`src/rtl/i2cs_pkg.sv`:
```
package i2cs_pkg;
  localparam int unsigned BYTE_W = 8;

  typedef enum logic [2:0] {
    ST_IDLE,
    ST_ADDR,
    ST_ACK_ADDR,
    ST_WR,
    ST_ACK_WR,
    ST_RD,
    ST_RD_ACK,
    ST_SKIP
  } i2cs_state_e;
endpackage

```
`src/rtl/i2cs_sync.sv`:
```
module i2cs_sync #(
  parameter int unsigned W      = 2,
  parameter int unsigned STAGES = 2
) (
  input  logic         clk,
  input  logic         rst_n,
  input  logic [W-1:0] din,
  output logic [W-1:0] dout,
  output logic [W-1:0] rise,
  output logic [W-1:0] fall
);
  for (genvar i = 0; i < W; i++) begin : g_line
    logic [STAGES-1:0] stage_q;
    logic              prev_q;

    always_ff @(posedge clk or negedge rst_n) begin
      if (!rst_n) begin
        stage_q <= '1;
        prev_q  <= 1'b1;
      end else begin
        stage_q <= {stage_q[STAGES-2:0], din[i]};
        prev_q  <= stage_q[STAGES-1];
      end
    end

    assign dout[i] = stage_q[STAGES-1];
    assign rise[i] = stage_q[STAGES-1] & ~prev_q;
    assign fall[i] = ~stage_q[STAGES-1] & prev_q;
  end
endmodule

```
`src/rtl/i2cs_regfile.sv`:
```
module i2cs_regfile #(
  parameter int unsigned NREGS = 16,
  parameter int unsigned DW    = 8,
  localparam int unsigned PW   = $clog2(NREGS)
) (
  input  logic          clk,
  input  logic          rst_n,
  input  logic          wr_en,
  input  logic [PW-1:0] wr_addr,
  input  logic [DW-1:0] wr_data,
  input  logic [PW-1:0] rd_addr,
  output logic [DW-1:0] rd_data
);
  logic [DW-1:0] mem_q [NREGS];

  always_ff @(posedge clk or negedge rst_n) begin
    if (!rst_n) begin
      for (int i = 0; i < NREGS; i++) mem_q[i] <= '0;
    end else if (wr_en) begin
      mem_q[wr_addr] <= wr_data;
    end
  end

  assign rd_data = mem_q[rd_addr];

  // a stored byte is readable on the following cycle
  p_write_lands_r10: assert property (@(posedge clk) disable iff (!rst_n)
    wr_en |=> (mem_q[$past(wr_addr)] == $past(wr_data)));
endmodule

```
`src/rtl/i2cs_engine.sv`:
```
module i2cs_engine
  import i2cs_pkg::*;
#(
  parameter logic [6:0]  DEV_ADDR = 7'h2A,
  parameter int unsigned NREGS    = 16,
  localparam int unsigned PW      = $clog2(NREGS)
) (
  input  logic              clk,
  input  logic              rst_n,
  input  logic              scl_lvl,
  input  logic              scl_rise,
  input  logic              scl_fall,
  input  logic              sda_lvl,
  input  logic              sda_rise,
  input  logic              sda_fall,
  input  logic [BYTE_W-1:0] rd_data,
  output logic [PW-1:0]     rd_addr,
  output logic              wr_en,
  output logic [PW-1:0]     wr_addr,
  output logic [BYTE_W-1:0] wr_data,
  output logic              sda_oe
);
  i2cs_state_e       state_q;
  logic [3:0]        cnt_q;
  logic [BYTE_W-1:0] sh_q;
  logic [PW-1:0]     ptr_q;
  logic              ptr_load_q;
  logic              rw_q;
  logic              mack_q;
  logic              start_det;
  logic              stop_det;

  assign start_det = sda_fall & scl_lvl;
  assign stop_det  = sda_rise & scl_lvl;
  assign rd_addr   = ptr_q;

  always_ff @(posedge clk or negedge rst_n) begin
    if (!rst_n) begin
      state_q    <= ST_IDLE;
      cnt_q      <= '0;
      sh_q       <= '0;
      ptr_q      <= '0;
      ptr_load_q <= 1'b0;
      rw_q       <= 1'b0;
      mack_q     <= 1'b0;
      sda_oe     <= 1'b0;
      wr_en      <= 1'b0;
      wr_addr    <= '0;
      wr_data    <= '0;
    end else begin
      wr_en <= 1'b0;
      if (start_det) begin
        state_q <= ST_ADDR;
        cnt_q   <= '0;
        sda_oe  <= 1'b0;
      end else if (stop_det) begin
        state_q <= ST_IDLE;
        cnt_q   <= '0;
        sda_oe  <= 1'b0;
      end else begin
        unique case (state_q)
          ST_ADDR, ST_WR: begin
            if (scl_rise && cnt_q != 4'd8) begin
              sh_q  <= {sh_q[BYTE_W-2:0], sda_lvl};
              cnt_q <= cnt_q + 4'd1;
            end else if (scl_fall && cnt_q == 4'd8) begin
              cnt_q <= '0;
              if (state_q == ST_ADDR) begin
                if (sh_q[7:1] == DEV_ADDR) begin
                  rw_q    <= sh_q[0];
                  sda_oe  <= 1'b1;
                  state_q <= ST_ACK_ADDR;
                end else begin
                  state_q <= ST_SKIP;
                end
              end else begin
                sda_oe  <= 1'b1;
                state_q <= ST_ACK_WR;
                if (ptr_load_q) begin
                  ptr_q      <= sh_q[PW-1:0];
                  ptr_load_q <= 1'b0;
                end else begin
                  wr_en   <= 1'b1;
                  wr_addr <= ptr_q;
                  wr_data <= sh_q;
                  ptr_q   <= ptr_q + 1'b1;
                end
              end
            end
          end
          ST_ACK_ADDR: begin
            if (scl_fall) begin
              cnt_q <= '0;
              if (rw_q) begin
                sh_q    <= rd_data;
                sda_oe  <= ~rd_data[BYTE_W-1];
                state_q <= ST_RD;
              end else begin
                sda_oe     <= 1'b0;
                ptr_load_q <= 1'b1;
                state_q    <= ST_WR;
              end
            end
          end
          ST_ACK_WR: begin
            if (scl_fall) begin
              sda_oe  <= 1'b0;
              cnt_q   <= '0;
              state_q <= ST_WR;
            end
          end
          ST_RD: begin
            if (scl_fall) begin
              if (cnt_q == 4'd7) begin
                sda_oe  <= 1'b0;
                cnt_q   <= '0;
                ptr_q   <= ptr_q + 1'b1;
                state_q <= ST_RD_ACK;
              end else begin
                cnt_q  <= cnt_q + 4'd1;
                sda_oe <= ~sh_q[BYTE_W-2];
                sh_q   <= {sh_q[BYTE_W-2:0], 1'b0};
              end
            end
          end
          ST_RD_ACK: begin
            if (scl_rise) begin
              mack_q <= ~sda_lvl;
            end else if (scl_fall) begin
              if (mack_q) begin
                sh_q    <= rd_data;
                sda_oe  <= ~rd_data[BYTE_W-1];
                state_q <= ST_RD;
              end else begin
                state_q <= ST_SKIP;
              end
            end
          end
          default: begin
            sda_oe <= 1'b0;
          end
        endcase
      end
    end
  end

  // a stop always leaves the line released
  p_release_on_stop_r2: assert property (@(posedge clk) disable iff (!rst_n)
    stop_det |=> !sda_oe);

  // the drive moves only while the clock is low, or on a start/stop
  p_oe_moves_scl_low_r9: assert property (@(posedge clk) disable iff (!rst_n)
    !$stable(sda_oe) |-> (!$past(scl_lvl) || $past(start_det) || $past(stop_det)));

  // no drive while traffic is being ignored
  p_quiet_when_skipping_r3: assert property (@(posedge clk) disable iff (!rst_n)
    (state_q == ST_SKIP || state_q == ST_IDLE) |-> !sda_oe);

  // a stored byte is followed by a pointer one step further on
  p_ptr_step_on_write_r4: assert property (@(posedge clk) disable iff (!rst_n)
    wr_en |-> (ptr_q == PW'(wr_addr + 1'b1)));

  // a start leaves the pointer alone
  p_ptr_hold_on_start_r7: assert property (@(posedge clk) disable iff (!rst_n)
    start_det |=> $stable(ptr_q));

  // stores happen only in write transfers
  p_store_only_in_write_r10: assert property (@(posedge clk) disable iff (!rst_n)
    wr_en |-> !rw_q);
endmodule

```
`src/rtl/i2c_regfile_slave.sv`:
```
module i2c_regfile_slave
  import i2cs_pkg::*;
#(
  parameter logic [6:0]  DEV_ADDR    = 7'h2A,
  parameter int unsigned NREGS       = 16,
  parameter int unsigned SYNC_STAGES = 2
) (
  input  logic clk,
  input  logic rst_n,
  input  logic scl_i,
  input  logic sda_i,
  output logic sda_oe
);
  localparam int unsigned PW      = $clog2(NREGS);
  localparam int unsigned IDX_SCL = 0;
  localparam int unsigned IDX_SDA = 1;

  logic [1:0]        lvl, rise, fall;
  logic              wr_en;
  logic [PW-1:0]     wr_addr, rd_addr;
  logic [BYTE_W-1:0] wr_data, rd_data;

  i2cs_sync #(.W(2), .STAGES(SYNC_STAGES)) u_sync (
    .clk  (clk),
    .rst_n(rst_n),
    .din  ({sda_i, scl_i}),
    .dout (lvl),
    .rise (rise),
    .fall (fall)
  );

  i2cs_engine #(.DEV_ADDR(DEV_ADDR), .NREGS(NREGS)) u_engine (
    .clk     (clk),
    .rst_n   (rst_n),
    .scl_lvl (lvl[IDX_SCL]),
    .scl_rise(rise[IDX_SCL]),
    .scl_fall(fall[IDX_SCL]),
    .sda_lvl (lvl[IDX_SDA]),
    .sda_rise(rise[IDX_SDA]),
    .sda_fall(fall[IDX_SDA]),
    .rd_data (rd_data),
    .rd_addr (rd_addr),
    .wr_en   (wr_en),
    .wr_addr (wr_addr),
    .wr_data (wr_data),
    .sda_oe  (sda_oe)
  );

  i2cs_regfile #(.NREGS(NREGS), .DW(BYTE_W)) u_regs (
    .clk    (clk),
    .rst_n  (rst_n),
    .wr_en  (wr_en),
    .wr_addr(wr_addr),
    .wr_data(wr_data),
    .rd_addr(rd_addr),
    .rd_data(rd_data)
  );

  // nothing drives the line while reset is held
  p_released_in_reset_r1: assert property (@(posedge clk)
    !rst_n |=> !sda_oe);
endmodule

```
`config.mk`:
```
export PLATFORM = sky130hd
export DESIGN_NAME = i2c_regfile_slave
export DESIGN_NICKNAME = d
export VERILOG_FILES = /design/src/rtl/i2cs_pkg.sv /design/src/rtl/i2cs_sync.sv /design/src/rtl/i2cs_regfile.sv /design/src/rtl/i2cs_engine.sv /design/src/rtl/i2c_regfile_slave.sv
export SDC_FILE = /design/constraint.sdc
export NUM_CORES = 1
export LEC_CHECK = 0
export ABC_CLOCK_PERIOD_IN_PS = 2900
export BUFFER_PORTS_ARGS = -buffer_cell sky130_fd_sc_hd__clkbuf_2
export CAP_MARGIN = 20
export CORE_AREA = 2 2 145 147
export DETAILED_ROUTE_END_ITERATION = 12
export DIE_AREA = 0 0 147 149
export PLACE_DENSITY = 0.51
export RECOVER_POWER = 25
export SYNTH_ARGS = -nofsm -noshare
export SYNTH_HDL_FRONTEND = slang
export SYNTH_SLANG_ARGS = --single-unit
```
`constraint.sdc`:
```
create_clock -name clk -period 2.9 [get_ports clk]
set_clock_uncertainty 0.2 [all_clocks]
set_input_delay 0.58 -clock clk [delete_from_list [all_inputs] [get_ports clk]]
set_output_delay 0.58 -clock clk [all_outputs]
set_load 0.01 [all_outputs]
```
==> key figures <==
CTS
  • Clock sink count: 170
  • Setup Buffers After CTS: 0
  • CTS Buf Count: 17
  • Worst skew pair latency: 420 ps
  • Clock-pin slew on the worst setup and hold paths: 70 ps
  • CTS root buf: clkbuf_16
  • Post-CTS Hold Buffers: 0
  • CTS max path bufs: 2
  • TritonCTS clock tree: built
  • Post-CTS sizing: 0
  • CTS HTree Levels: 4

Critical path
  • WP data required: 3040 ps
  • Worst path slowest cell: dfrtp_1
  • Slowest stage delay, CP: 600 ps
  • Worst setup SP type: flop
  • Worst r2r path cells: 5
  • Critical path cell sequence: nor4bb_1 > a2bb2oi_1 > nor3_2 > o21ai_0 > a22oi_1
  • CP max FO: 20
  • Crit end category: flop
  • CP arrival: 2520 ps
  • Critical path class: reg -> reg

Finish
  • Final Non-Filler Cells: 879
  • Util after Layout: 43.92%
  • Number of inserted diodes: 0
  • Area of the multi-input gates: 0.003582 sq mm
  • Fin area: 0.009029 sq mm
  • Layout area overhead: 12.08%
  • Share of cells above drive strength 1: 40.40%
  • NumNets Final: 598
  • Sequential cell area: 0.004264 sq mm
  • Layout fillers: 1916

Placed design
  • Final HPWL DP: 12750 microns
  • Pre-CTS WS: 530.8 ps
  • Cell Count Post-Placement: 847
  • RePlAce Congestion: 0.8370
  • Dpl cell area: 0.008452 sq mm
  • Port-buffer cells: 4

Global routing
  • GRT Total Usage: 18.71%
  • Largest net degree at the start of global routing: 68
  • Initial antenna violation count: 0
  • First-pass GRT wire length: 30680 microns
  • Gr ovfl total: 0
  • Vias in the first global route: 5122

Logic synthesis
  • Ys async rst share: 100.0%
  • Syn Nets: 593
  • Yosys reg bits: 170
  • Area of the mapped netlist: 0.008055 sq mm
  • Synth Instances: 586
  • Synth Flop Type: dfrtp_1
  • Post-synthesis sequential area ratio: 52.90%
  • Unique masters post-synth: 60
  • Syn. warnings: 0
  • Avg Cell Area, Syn: 13.75 sq um
  • Post-synth EDFFs: 0

Route
  • DR iter-0 viols: 356
  • Wire length per cell: 21.97 microns
  • Vias per inst: 5.683
  • Vias: 4995
  • Residual DRC count: 0
  • Wirelength, routed: 19310 microns
  • TritonRoute pass-1 iters: 5
  • Remaining antenna violation count: 0

STA
  • Hold WS: 34.03 ps
  • Tmin final: 2387 ps
  • Final setup violating endpoints: 0
  • Final period utilization: 82.30%
  • Fmax: 419.0 MHz
  • Worst Tran Pin Value: 1938 ps
  • RSZ-0062 raised after global routing: no
  • Setup tns final: 0 ps
  • Post-route setup slack: 513.2 ps
  • Hold Violations, Final: 0
  • Max-slew violation count: 65
  • Slew HR: -29.18%

Power
  • Total Power: 4.969 mW
  • Peak VDD IR: 0.0003999 V
  • PwrDens: 550.3 mW/mm^2
  • Leak: 4.074 nW

Floorplanning
  • # IOs: 5
  • Die area: 0.02190 sq mm
  • Die X: 147 microns
  • Std-Cell Rows: 53
  • Core Footprint: 0.02056 sq mm
  • Starting Density: 39.18%
  • Die Height: 149 microns

Worst hold path
  • Min-Delay Path Class: in -> reg
  • Hold Path Depth: 1

Run status
  • Status: finished, violations left
  • Failing checks: max-capacitance violations, max-slew violations

Run
  • Max Cap Viol: 1
## state kept, by name (all words and copies together) (netlist names), 2 cells and up
signal	count
u_regs.mem_q	128
u_engine.sh_q	8
u_engine.wr_data	8
u_engine.cnt_q	4
u_engine.rd_addr	4
u_engine.wr_addr	4
u_sync.g_line.stage_q	4
u_engine.state_q	3
u_sync.g_line.prev_q	2
## critical path, delay by kind of cell (launching register included)
family           cells  cell delay [ps]
AO/OA/AOI/OAI        3              490
flip-flops           1              600
AND/OR/NAND/NOR      2             1000
## kinds of logic (layout without fill, tap and decap cells)
family	after synthesis	after routing	share of synthesized area, %
muxes	180	180	29.56
buffers and inverters	45	63	2.625
DFF	170	170	52.90
xor gates and xnor gates	1	1	0.1087
and+or+nand+nor	100	100	7.130
adders and majority gates	3	3	0.4660
AOI/OAI and AO/OA	87	87	7.207
## placed cells by master, fill, tap and decap left out, types with 3 or more instances in the layout
master	count
dfrtp_1	162
mux2_2	140
mux4_2	32
a21oi_1	30
nor2_1	27
clkbuf_16	17
buf_4	14
nand3_1	13
a22oi_1	13
nand2_1	9
o21ai_0	9
inv_1	8
nor2b_1	7
nand2b_1	7
nand3b_1	7
a31oi_1	6
o211ai_1	5
mux2i_1	5
buf_12	5
or3_1	4
o21a_1	4
clkinv_2	4
inv_6	4
dfstp_2	4
nor2_2	3
and2_1	3
mux2_1	3
ha_1	3
clkinv_4	3
clkbuf_2	3
## where the power goes
group          internal (mW)  leakage, nW  switching, mW
Combinational         0.0688         1.46          0.118
Clock                   1.30        0.292          0.982
Sequential              2.42         2.32         0.0788
Total                   3.79         4.07           1.18
## synth_stat cells, types with 6 or more instances
master / instances / share of area [%]
dfrtp_1: 164 / 51
mux2_2: 140 / 20
mux4_2: 32 / 8.9
a21oi_1: 30 / 1.9
nor2_1: 27 / 1.3
clkbuf_1: 18 / 0.84
a22oi_1: 13 / 1.2
nand3_1: 13 / 0.81
buf_2: 10 / 0.62
nand2_1: 9 / 0.42
o21ai_0: 9 / 0.56
inv_1: 8 / 0.37
nand2b_1: 7 / 0.54
nand3b_1: 7 / 0.65
nor2b_1: 7 / 0.54
a31oi_1: 6 / 0.47
dfstp_2: 6 / 2.0
## final timing paths
path	startpoint	end	slack, ps
setup / recovery	u_engine.state_q[1]$_DFFE_PN0P_	u_engine.rd_addr[2]$_DFFE_PN0P_	510
hold / removal	scl_i	u_sync.g_line[0].stage_q[0]$_DFF_PN1_	30
setup reg to reg	u_engine.state_q[1]$_DFFE_PN0P_	u_engine.rd_addr[2]$_DFFE_PN0P_	510
hold reg to reg	u_sync.g_line[1].stage_q[0]$_DFF_PN1_	u_sync.g_line[1].stage_q[1]$_DFF_PN1_	160
max in group asynchronous	rst_n	u_engine.rd_addr[1]$_DFFE_PN0P_	730
min in group asynchronous	rst_n	u_engine.state_q[0]$_DFFE_PN0P_	470
## cell type report
type | instances | share of cell area [%]
clock buffers | 19 | 4.906
clock inverters | 13 | 1.566
repair buffers | 23 | 2.481
inverters | 8 | 0.3326
well taps | 275 | 3.811
multi-input cells | 371 | 39.68
flip-flops and latches | 170 | 47.23
## per-layer routing
| layer | up-vias | global-route usage (%) | routed length [microns] | part of all wire, % |
|---|---|---|---|---|
| met3 | 37 | 4.495 | 843 | 4.4 |
| li1 | 2196 | - | - | - |
| met1 | 2636 | 24.31 | 8391 | 43 |
| met2 | 126 | 30.82 | 9548 | 49 |
| met4 | 0 | 6.779 | 530 | 2.7 |
| met5 | - | 0 | 0 | 0 |
Note: power is estimated with default switching activity, not from simulation.
